===== src/rtl/imc_pkg.sv =====
package imc_pkg;
    typedef enum logic [1:0] {
        ST_IDLE = 2'd0,
        ST_LOW  = 2'd1,
        ST_HIGH = 2'd2
    } shift_st_e;
endpackage


===== src/rtl/imc_shift_engine.sv =====
module imc_shift_engine
    import imc_pkg::*;
#(
    parameter int WORD_W = 24,
    parameter int SEL_W  = 4
) (
    input  logic              clk,
    input  logic              rst_n,
    input  logic              load,
    input  logic [WORD_W-1:0] load_word,
    input  logic [SEL_W-1:0]  load_sel,
    input  logic              tick,
    input  logic              sdi,
    output logic              busy,
    output logic              sclk,
    output logic              sdo,
    output logic [SEL_W-1:0]  en,
    output logic              done,
    output logic [WORD_W-1:0] rx_word
);
    localparam int CNT_W = (WORD_W > 1) ? $clog2(WORD_W) : 1;
    localparam logic [CNT_W-1:0] LAST = CNT_W'(WORD_W - 1);

    typedef struct packed {
        shift_st_e         st;
        logic [CNT_W-1:0]  cnt;
        logic [WORD_W-1:0] tx;
        logic [WORD_W-1:0] rx;
        logic [SEL_W-1:0]  en;
    } eng_t;

    eng_t q, d;
    logic done_d;

    always_comb begin
        d      = q;
        done_d = 1'b0;
        unique case (q.st)
            ST_IDLE: begin
                if (load) begin
                    d.st  = ST_LOW;
                    d.tx  = load_word;
                    d.en  = load_sel;
                    d.cnt = '0;
                end
            end
            ST_LOW: begin
                if (tick) begin
                    d.st = ST_HIGH;
                    d.rx = {q.rx[WORD_W-2:0], sdi};
                end
            end
            ST_HIGH: begin
                if (tick) begin
                    if (q.cnt == LAST) begin
                        d.st   = ST_IDLE;
                        d.en   = '0;
                        done_d = 1'b1;
                    end else begin
                        d.st  = ST_LOW;
                        d.cnt = q.cnt + 1'b1;
                        d.tx  = {q.tx[WORD_W-2:0], 1'b0};
                    end
                end
            end
            default: d.st = ST_IDLE;
        endcase
    end

    always_ff @(posedge clk or negedge rst_n) begin
        if (!rst_n) begin
            q <= '{st: ST_IDLE, cnt: '0, tx: '0, rx: '0, en: '0};
        end else begin
            q <= d;
        end
    end

    assign busy    = (q.st != ST_IDLE);
    assign sclk    = (q.st == ST_HIGH);
    assign sdo     = busy ? q.tx[WORD_W-1] : 1'b0;
    assign en      = q.en;
    assign done    = done_d;
    assign rx_word = q.rx;


    sdo_stable_at_rise_chk: assert property (@(posedge clk) disable iff (!rst_n)
        $rose(sclk) |-> $stable(sdo));


    en_low_when_idle_chk: assert property (@(posedge clk) disable iff (!rst_n)
        (q.st == ST_IDLE) |-> (q.en == '0));


    bit_count_range_chk: assert property (@(posedge clk) disable iff (!rst_n)
        q.cnt <= LAST);
endmodule


===== src/rtl/imc_status.sv =====
module imc_status (
    input  logic clk,
    input  logic rst_n,
    input  logic wr,
    input  logic rd,
    input  logic copy,
    input  logic done,
    input  logic mask_tx,
    input  logic mask_rx,
    output logic tx_empty,
    output logic rx_full,
    output logic irq
);
    typedef struct packed {
        logic txe;
        logic rxf;
    } flag_t;

    flag_t q, d;

    always_comb begin
        d = q;
        if (wr)        d.txe = 1'b0;
        else if (copy) d.txe = 1'b1;
        if (done)      d.rxf = 1'b1;
        else if (rd)   d.rxf = 1'b0;
    end

    always_ff @(posedge clk or negedge rst_n) begin
        if (!rst_n) q <= '0;
        else        q <= d;
    end

    assign tx_empty = q.txe;
    assign rx_full  = q.rxf;
    assign irq      = (q.txe & mask_tx) | (q.rxf & mask_rx);


    rd_clears_full_chk: assert property (@(posedge clk) disable iff (!rst_n)
        (rd && !done) |=> !rx_full);
endmodule


===== src/rtl/imc_serial_channel.sv =====
module imc_serial_channel #(
    parameter int WORD_W = 24,
    parameter int SEL_W  = 4
) (
    input  logic                    clk,
    input  logic                    rst_n,
    input  logic                    wr_en,
    input  logic [SEL_W+WORD_W-1:0] wr_data,
    input  logic                    rd_en,
    output logic [WORD_W-1:0]       rd_data,
    input  logic                    mask_tx,
    input  logic                    mask_rx,
    input  logic                    bit_tick,
    output logic                    sclk,
    output logic                    sdo,
    input  logic                    sdi,
    output logic [SEL_W-1:0]        en,
    output logic                    busy,
    output logic                    tx_empty,
    output logic                    rx_full,
    output logic                    irq
);
    typedef struct packed {
        logic [WORD_W-1:0] word;
        logic [SEL_W-1:0]  sel;
        logic              pend;
        logic [WORD_W-1:0] rx;
    } hold_t;

    hold_t q, d;
    logic copy, done;
    logic [WORD_W-1:0] rx_word;

    assign copy = q.pend & ~busy;

    always_comb begin
        d = q;
        if (wr_en) begin
            d.word = wr_data[WORD_W-1:0];
            d.sel  = wr_data[SEL_W+WORD_W-1:WORD_W];
            d.pend = 1'b1;
        end else if (copy) begin
            d.pend = 1'b0;
        end
        if (done) d.rx = rx_word;
    end

    always_ff @(posedge clk or negedge rst_n) begin
        if (!rst_n) q <= '0;
        else        q <= d;
    end

    assign rd_data = q.rx;

    imc_shift_engine #(.WORD_W(WORD_W), .SEL_W(SEL_W)) u_engine (
        .clk(clk), .rst_n(rst_n), .load(copy), .load_word(q.word),
        .load_sel(q.sel), .tick(bit_tick), .sdi(sdi), .busy(busy),
        .sclk(sclk), .sdo(sdo), .en(en), .done(done), .rx_word(rx_word)
    );

    imc_status u_status (
        .clk(clk), .rst_n(rst_n), .wr(wr_en), .rd(rd_en), .copy(copy),
        .done(done), .mask_tx(mask_tx), .mask_rx(mask_rx),
        .tx_empty(tx_empty), .rx_full(rx_full), .irq(irq)
    );


    copy_sets_empty_chk: assert property (@(posedge clk) disable iff (!rst_n)
        (copy && !wr_en) |=> (tx_empty && busy));


    done_sets_full_chk: assert property (@(posedge clk) disable iff (!rst_n)
        done |=> (rx_full && !busy));


    write_clears_empty_chk: assert property (@(posedge clk) disable iff (!rst_n)
        wr_en |=> !tx_empty);


    irq_follows_flag_chk: assert property (@(posedge clk) disable iff (!rst_n)
        ((tx_empty && mask_tx) || (rx_full && mask_rx)) |-> irq);


    held_word_waits_chk: assert property (@(posedge clk) disable iff (!rst_n)
        (busy && wr_en) |=> (busy && !tx_empty));
endmodule


===== config.mk =====
export PLATFORM = sky130hd
export DESIGN_NAME = imc_serial_channel
export DESIGN_NICKNAME = d
export VERILOG_FILES = /design/src/rtl/imc_pkg.sv /design/src/rtl/imc_shift_engine.sv /design/src/rtl/imc_status.sv /design/src/rtl/imc_serial_channel.sv
export SDC_FILE = /design/constraint.sdc
export NUM_CORES = 1
export LEC_CHECK = 0
export BUFFER_PORTS_ARGS = -buffer_cell sky130_fd_sc_hd__buf_2
export CAP_MARGIN = 10
export CORE_MARGIN = 2
export CORE_UTILIZATION = 55
export CTS_CLUSTER_DIAMETER = 50
export CTS_CLUSTER_SIZE = 28
export DETAILED_ROUTE_END_ITERATION = 10
export GPL_TIMING_DRIVEN = 0
export PLACE_DENSITY = 0.86
export SYNTH_ARGS = -nofsm -noshare
export SYNTH_HDL_FRONTEND = slang
export SYNTH_SLANG_ARGS = --single-unit

===== constraint.sdc =====
create_clock -name clk -period 2.9 [get_ports clk]
set_clock_uncertainty 0.2 [all_clocks]
set_input_delay 0 -clock clk [delete_from_list [all_inputs] [get_ports clk]]
set_output_delay 0 -clock clk [all_outputs]
set_load 0.01 [all_outputs]

==> impl_metrics.env, run 1 <==
export IMPL_die_width_microns=98.0
export IMPL_r2r_slack_ns=0.55
export IMPL_status="complete, no violations"
export IMPL_max_slew_margin_rel_pct=55.3
export IMPL_drtPass1Iterations=4
export IMPL_max_freq_ghz=0.426
export IMPL_drcViolationCount=0
export IMPL_nNetsFinal=514
export IMPL_tns_ns=0
export IMPL_drt_iter0_markers=97
export IMPL_synth_area_sq_mm=0.00486
export IMPL_clk_path_buf_depth=2
export IMPL_grt_usage_pct=21.3
export IMPL_antenna_found_initial=0
export IMPL_die_area_sq_mm=0.00960
export IMPL_grt_overflow=0
export IMPL_crit_fanout=10
export IMPL_syn_nets=362
export IMPL_portBuffers=68
export IMPL_postSynthCellCount=325
export IMPL_tightest_slew_ns=0.670
export IMPL_postCtsSetupBuffers=0
export IMPL_total_power_mw=5.77
export IMPL_ys_warn_count=0
export IMPL_vias=3066
export IMPL_synth_seq_cells=114
export IMPL_ant_nets=0
export IMPL_worst_setup_path_end_kind="flop"
export IMPL_power_leakage_nw=3.24
export IMPL_setup_viol=0
export IMPL_h_tree_depth=4
export IMPL_regArea_sq_mm=0.00285
export IMPL_core_sq_mm=0.00864
export IMPL_max_cap_violations=0
export IMPL_path_clk_slew_ns=0.05
export IMPL_holdBufCountCts=64
export IMPL_cp_arrival_ns=2.53
export IMPL_multiInputGateArea_sq_mm=0.00171
export IMPL_vdd_drop_max_mv=0.533
export IMPL_die_h_microns=98.0
export IMPL_tritoncts="yes"
export IMPL_cts_root_buffer="clkbuf_8"
export IMPL_wl_per_cell_microns=15.7
export IMPL_fin_crit_ns=2.35
export IMPL_vias_per_cell=5.14
export IMPL_cts_num_sinks=114
export IMPL_antenna_cells=0
export IMPL_clk_latency_ns=0.51
export IMPL_core_rowCount=34
export IMPL_cp_start_kind="flop"
export IMPL_power_per_cell_area_mw_per_mm2=869
export IMPL_cp_required_ns=3.09
export IMPL_drv_slew=0
export IMPL_grt_max_degree=60
export IMPL_fin_crit_sh_pct=80.9
export IMPL_grt_pass1_wl_microns=16000
export IMPL_drive_gt1_share_pct=54.0
export IMPL_ys_seq_area_share_pct=58.7
export IMPL_cts_resized=0
export IMPL_final_cell_mix="mux2_2, dfrtp_1, buf_2, dlygate4sd3_1, buf_4"
export IMPL_area_growth_pct=36.8
export IMPL_final_common_cell="mux2_2"
export IMPL_boundaryPins=70
export IMPL_grt_setup_unrepaired="false"
export IMPL_postSynthAreaPerCell_sq_um=14.9
export IMPL_finalWirelength_microns=9400
export IMPL_first_global_vias=3356
export IMPL_synth_cell_types=32
export IMPL_crit_type="flop to flop"
export IMPL_final_hold_violation_count=0
export IMPL_place_congestion=0.793
export IMPL_whs_ns=0.107
export IMPL_fillers=516
export IMPL_start_util_pct=56.2
export IMPL_numCtsBuffers=17
export IMPL_hp_class="primary input to output port"
export IMPL_dp_hpwl_microns=5570
[where the power goes]
group          switching, mW  leakage, nW  internal [mW]
combinational          0.586         1.49          0.834
sequential             0.227         1.44           1.96
clock                  0.689        0.307           1.48
[per-layer routing]
metal | routed length [microns] | global-route usage (%) | part of all wire, %
met3 | 410 | 7.02 | 4.4
met1 | 3850 | 24.7 | 41
met2 | 5060 | 38.1 | 54
met5 | 0 | 0 | 0
met4 | 78 | 5.24 | 0.83
[final timing paths]
| path | startpoint | endpoint | cells after the start |
|---|---|---|---|
| worst max register to register | u_engine.q[52]$_DFFE_PN0P_ | u_engine.q[42]$_DFFE_PN0P_ | 5 |
| worst min-delay path | mask_rx | irq | 3 |
| max in group asynchronous | rst_n | u_engine.q[49]$_DFFE_PN0P_ | 4 |
| min in group asynchronous | rst_n | rd_data[18]$_DFFE_PN0P_ | 4 |
| worst max-delay path | u_engine.q[52]$_DFFE_PN0P_ | u_engine.q[42]$_DFFE_PN0P_ | 5 |
| worst min register to register | q[26]$_DFFE_PN0P_ | u_engine.en[1]$_DFFE_PN0P_ | 1 |
[synth_stat cells, drive strengths merged]
master  count  share of area [%]
nor3b       2               0.31
and4b       1               0.21
or2         1               0.13
a22o        8                1.4
nor3        2               0.21
nand2b      3               0.44
mux2i       2               0.49
ha          1               0.26
clkbuf      3               0.23
o221ai      1               0.18
a32o        1               0.21
a211o       4               0.72
and3        1               0.13
and2        1               0.13
buf        39                5.6
mux2      122                 28
nand2       1              0.077
inv         4               0.31
o21ai       2               0.21
nand3b      1               0.15
nor2        4               0.31
dfrtp     114                 59
nand3       2               0.21
nand4       1               0.13
a211oi      1               0.41
nand4b      1               0.18
a21o        2               0.31
[layout make-up]
class | instances | area share (%)
Inverter | 4 | 0.226
Sequential cell | 114 | 42.9
Clock inverter | 9 | 2.28
Buffer | 42 | 4.27
Multi-Input combinational cell | 165 | 25.7
Tap cell | 108 | 2.03
Clock buffer | 22 | 7.12
Timing Repair Buffer | 133 | 15.5
[per-stage QoR]
| stage | instances | util (%) | instance area (sq um) | setup WS (ns) |
|---|---|---|---|---|
| 4_1_cts | 597 | 76.9 | 6650 | 0.546 |
| 5_1_grt | 597 | 76.9 | 6650 | 0.430 |
| 2_1_floorplan | 325 | - | 4860 | 0.796 |
| 3_3_place_gp | 501 | 61.8 | 5330 | 0.363 |
| 3_5_place_dp | 502 | 62.1 | 5360 | 0.567 |
| 6_report | 597 | 76.9 | 6650 | 0.553 |
[kinds of logic after synthesis]
group                    count (synthesis)  share of synthesized area (%)
multiplexers                           124                           28.8
AND/OR/NAND/NOR                         21                           2.60
buffers and inverters                   46                           6.16
adder cells (fa/ha/maj)                  1                          0.258
AO/OA/AOI/OAI                           19                           3.48
flip-flops                             114                           58.7
[registers in the layout (all words and copies together) (netlist names)]
register,flops
q,29
rd_data,24
u_engine.en,4
u_engine.q,31
u_engine.rx_word,24
u_status.rx_full,1
u_status.tx_empty,1
[worst max-delay path, stage by stage, from the launching register on]
cell,delay (ns)
dfrtp_1,0.40
ha_1,0.26
and4b_1,0.26
a211oi_4,0.47
buf_4,0.29
mux2_2,0.36
(Power assumes the default switching activity.)
==> inputs of run 2 (changes only) <==
--- a/config.mk
+++ b/config.mk
@@ -8,12 +8,12 @@
 export BUFFER_PORTS_ARGS = -buffer_cell sky130_fd_sc_hd__buf_2
 export CAP_MARGIN = 10
 export CORE_MARGIN = 2
-export CORE_UTILIZATION = 55
+export CORE_UTILIZATION = 51
 export CTS_CLUSTER_DIAMETER = 50
 export CTS_CLUSTER_SIZE = 28
 export DETAILED_ROUTE_END_ITERATION = 10
 export GPL_TIMING_DRIVEN = 0
-export PLACE_DENSITY = 0.86
+export PLACE_DENSITY = 0.84
 export SYNTH_ARGS = -nofsm -noshare
 export SYNTH_HDL_FRONTEND = slang
 export SYNTH_SLANG_ARGS = --single-unit
==> constraint.sdc (replaced) <==
create_clock -name clk -period 2 [get_ports clk]
set_clock_uncertainty 0.2 [all_clocks]
set_input_delay 0 -clock clk [delete_from_list [all_inputs] [get_ports clk]]
set_output_delay 0 -clock clk [all_outputs]
set_load 0.01 [all_outputs]
==> impl_metrics.env, run 2 (same netlist as run 1, synthesis figures left out) <==
export IMPL_status="finished, violations left"
export IMPL_violations="negative setup slack"
export IMPL_cp_required_ns=2.19
export IMPL_whs_ns=0.0923
export IMPL_drt_iter0_markers=56
export IMPL_die_width_microns=102
export IMPL_vias=3172
export IMPL_clk_latency_ns=0.51
export IMPL_finalWirelength_microns=10700
export IMPL_clk_path_buf_depth=2
export IMPL_vias_per_cell=5.00
export IMPL_crit_fanout=6
export IMPL_h_tree_depth=4
export IMPL_r2r_slack_ns=-0.0004
export IMPL_max_slew_margin_rel_pct=42.9
export IMPL_place_congestion=0.775
export IMPL_grt_setup_unrepaired="true"
export IMPL_final_common_cell="dfrtp_1"
export IMPL_area_growth_pct=44.5
export IMPL_final_cell_mix="dfrtp_1, mux2_2, buf_2, dlygate4sd3_1, buf_4"
export IMPL_tritoncts="yes"
export IMPL_grt_pass1_wl_microns=16900
export IMPL_max_freq_ghz=0.500
export IMPL_largest_reg_flops=31
export IMPL_portBuffers=68
export IMPL_grt_overflow=0
export IMPL_first_global_vias=3483
export IMPL_power_per_cell_area_mw_per_mm2=1300
export IMPL_die_h_microns=102
export IMPL_final_hold_violation_count=0
export IMPL_drive_gt1_share_pct=56.8
export IMPL_setup_viol=1
export IMPL_drv_slew=0
export IMPL_fin_crit_ns=2.00
export IMPL_setup_ws_ns=-0.000395
export IMPL_antenna_found_initial=0
export IMPL_boundaryPins=70
export IMPL_grt_usage_pct=21.8
export IMPL_worst_setup_path_end_kind="flop"
export IMPL_power_leakage_nw=3.44
export IMPL_hp_class="primary input to flop"
export IMPL_reg_largest_list="u_engine.q: 31 flops, q: 29 flops"
export IMPL_dp_worst_setup_slack_ns=-0.225
export IMPL_grt_max_degree=66
export IMPL_drcViolationCount=0
export IMPL_dp_hpwl_microns=5660
export IMPL_path_clk_slew_ns=0.06
export IMPL_cp_arrival_ns=2.19
export IMPL_cts_root_buffer="clkbuf_8"
export IMPL_core_sq_mm=0.00924
export IMPL_max_cap_violations=0
export IMPL_core_rowCount=35
export IMPL_fin_crit_sh_pct=100
export IMPL_cp_start_kind="flop"
export IMPL_tightest_slew_ns=0.856
export IMPL_wl_per_cell_microns=16.9
export IMPL_crit_type="flop to flop"
export IMPL_drtPass1Iterations=4
export IMPL_numCtsBuffers=17
export IMPL_ant_nets=0
export IMPL_cts_num_sinks=114
export IMPL_start_util_pct=52.6
export IMPL_vdd_drop_max_mv=0.910
export IMPL_antenna_cells=0
export IMPL_die_area_sq_mm=0.0103
export IMPL_nNetsFinal=530
export IMPL_regMostFlops="u_engine.q"
-- run 2: what timing repair did --
action / in CTS / in global routing
pin swaps: 2 / 2
gates resized for setup: 23 / 29
cloned: 2 / 2
hold endpoints to repair: 159 / 0
setup endpoints to repair: 45 / 62
buffers inserted: 7 / 7
hold buffers: 62 / 0
-- run 2: report_power, final --
group | switching (mW) | internal [mW] | leakage (nW) | total (mW)
sequential | 0.349 | 2.84 | 1.44 | 3.19
clock | 1.03 | 2.14 | 0.299 | 3.17
combinational | 1.07 | 1.70 | 1.70 | 2.77
total | 2.44 | 6.68 | 3.44 | 9.13
-- run 2: worst max-delay path, stage by stage, from the launching register on --
cell	delay, ns
dfrtp_1	0.41
ha_4	0.17
and4b_2	0.24
a211oi_4	0.21
buf_6	0.19
buf_8	0.14
mux2_4	0.31
-- run 2: area by class of cell --
class,instances,area [sq um]
multi-input combinational,165,1820
sequential,114,2850
fill,548,2220
clock inverter,9,153
timing repair buffer,149,1200
tap,129,161
inverter,4,17.5
buffer,42,345
clock buffer,22,473
-- run 2: layer usage --
| metal | part of all wire, % | track usage, % | up-vias |
|---|---|---|---|
| li1 | - | - | 1471 |
| met1 | 40 | 24.0 | 1602 |
| met2 | 55 | 39.8 | 81 |
| met3 | 3.7 | 5.73 | 18 |
| met4 | 1.4 | 8.52 | 0 |
| met5 | 0 | 0 | - |
-- run 2: through the flow --
step / utilization, % / setup TNS (ns) / std cells / total power, mW / instance area [sq um]
after floorplan: - / -0.371 / 325 / 4.58 / 4870
after global placement: 58.1 / -66.36 / 522 / 4.98 / 5370
after detailed placement: 58.5 / -7.25 / 523 / 5.11 / 5400
after CTS: 73.8 / -0.259 / 625 / 8.81 / 6820
after global routing: 76.0 / -0.463 / 634 / 9.52 / 7020
final: 76.0 / -0.000395 / 634 / 9.13 / 7020
-- run 2: worst paths after layout --
check / startpoint / endpoint / cells past startpoint
setup reg to reg: u_engine.q[53]$_DFFE_PN0P_ / u_engine.q[38]$_DFFE_PN0P_ / 6
hold reg to reg: q[28]$_DFFE_PN0P_ / u_engine.en[3]$_DFFE_PN0P_ / 1
min in group asynchronous: rst_n / rd_data[18]$_DFFE_PN0P_ / 3
hold / removal: sdi / u_engine.rx_word[0]$_DFFE_PN0P_ / 3
setup / recovery: u_engine.q[53]$_DFFE_PN0P_ / u_engine.q[38]$_DFFE_PN0P_ / 6
max in group asynchronous: rst_n / q[25]$_DFFE_PN0P_ / 4
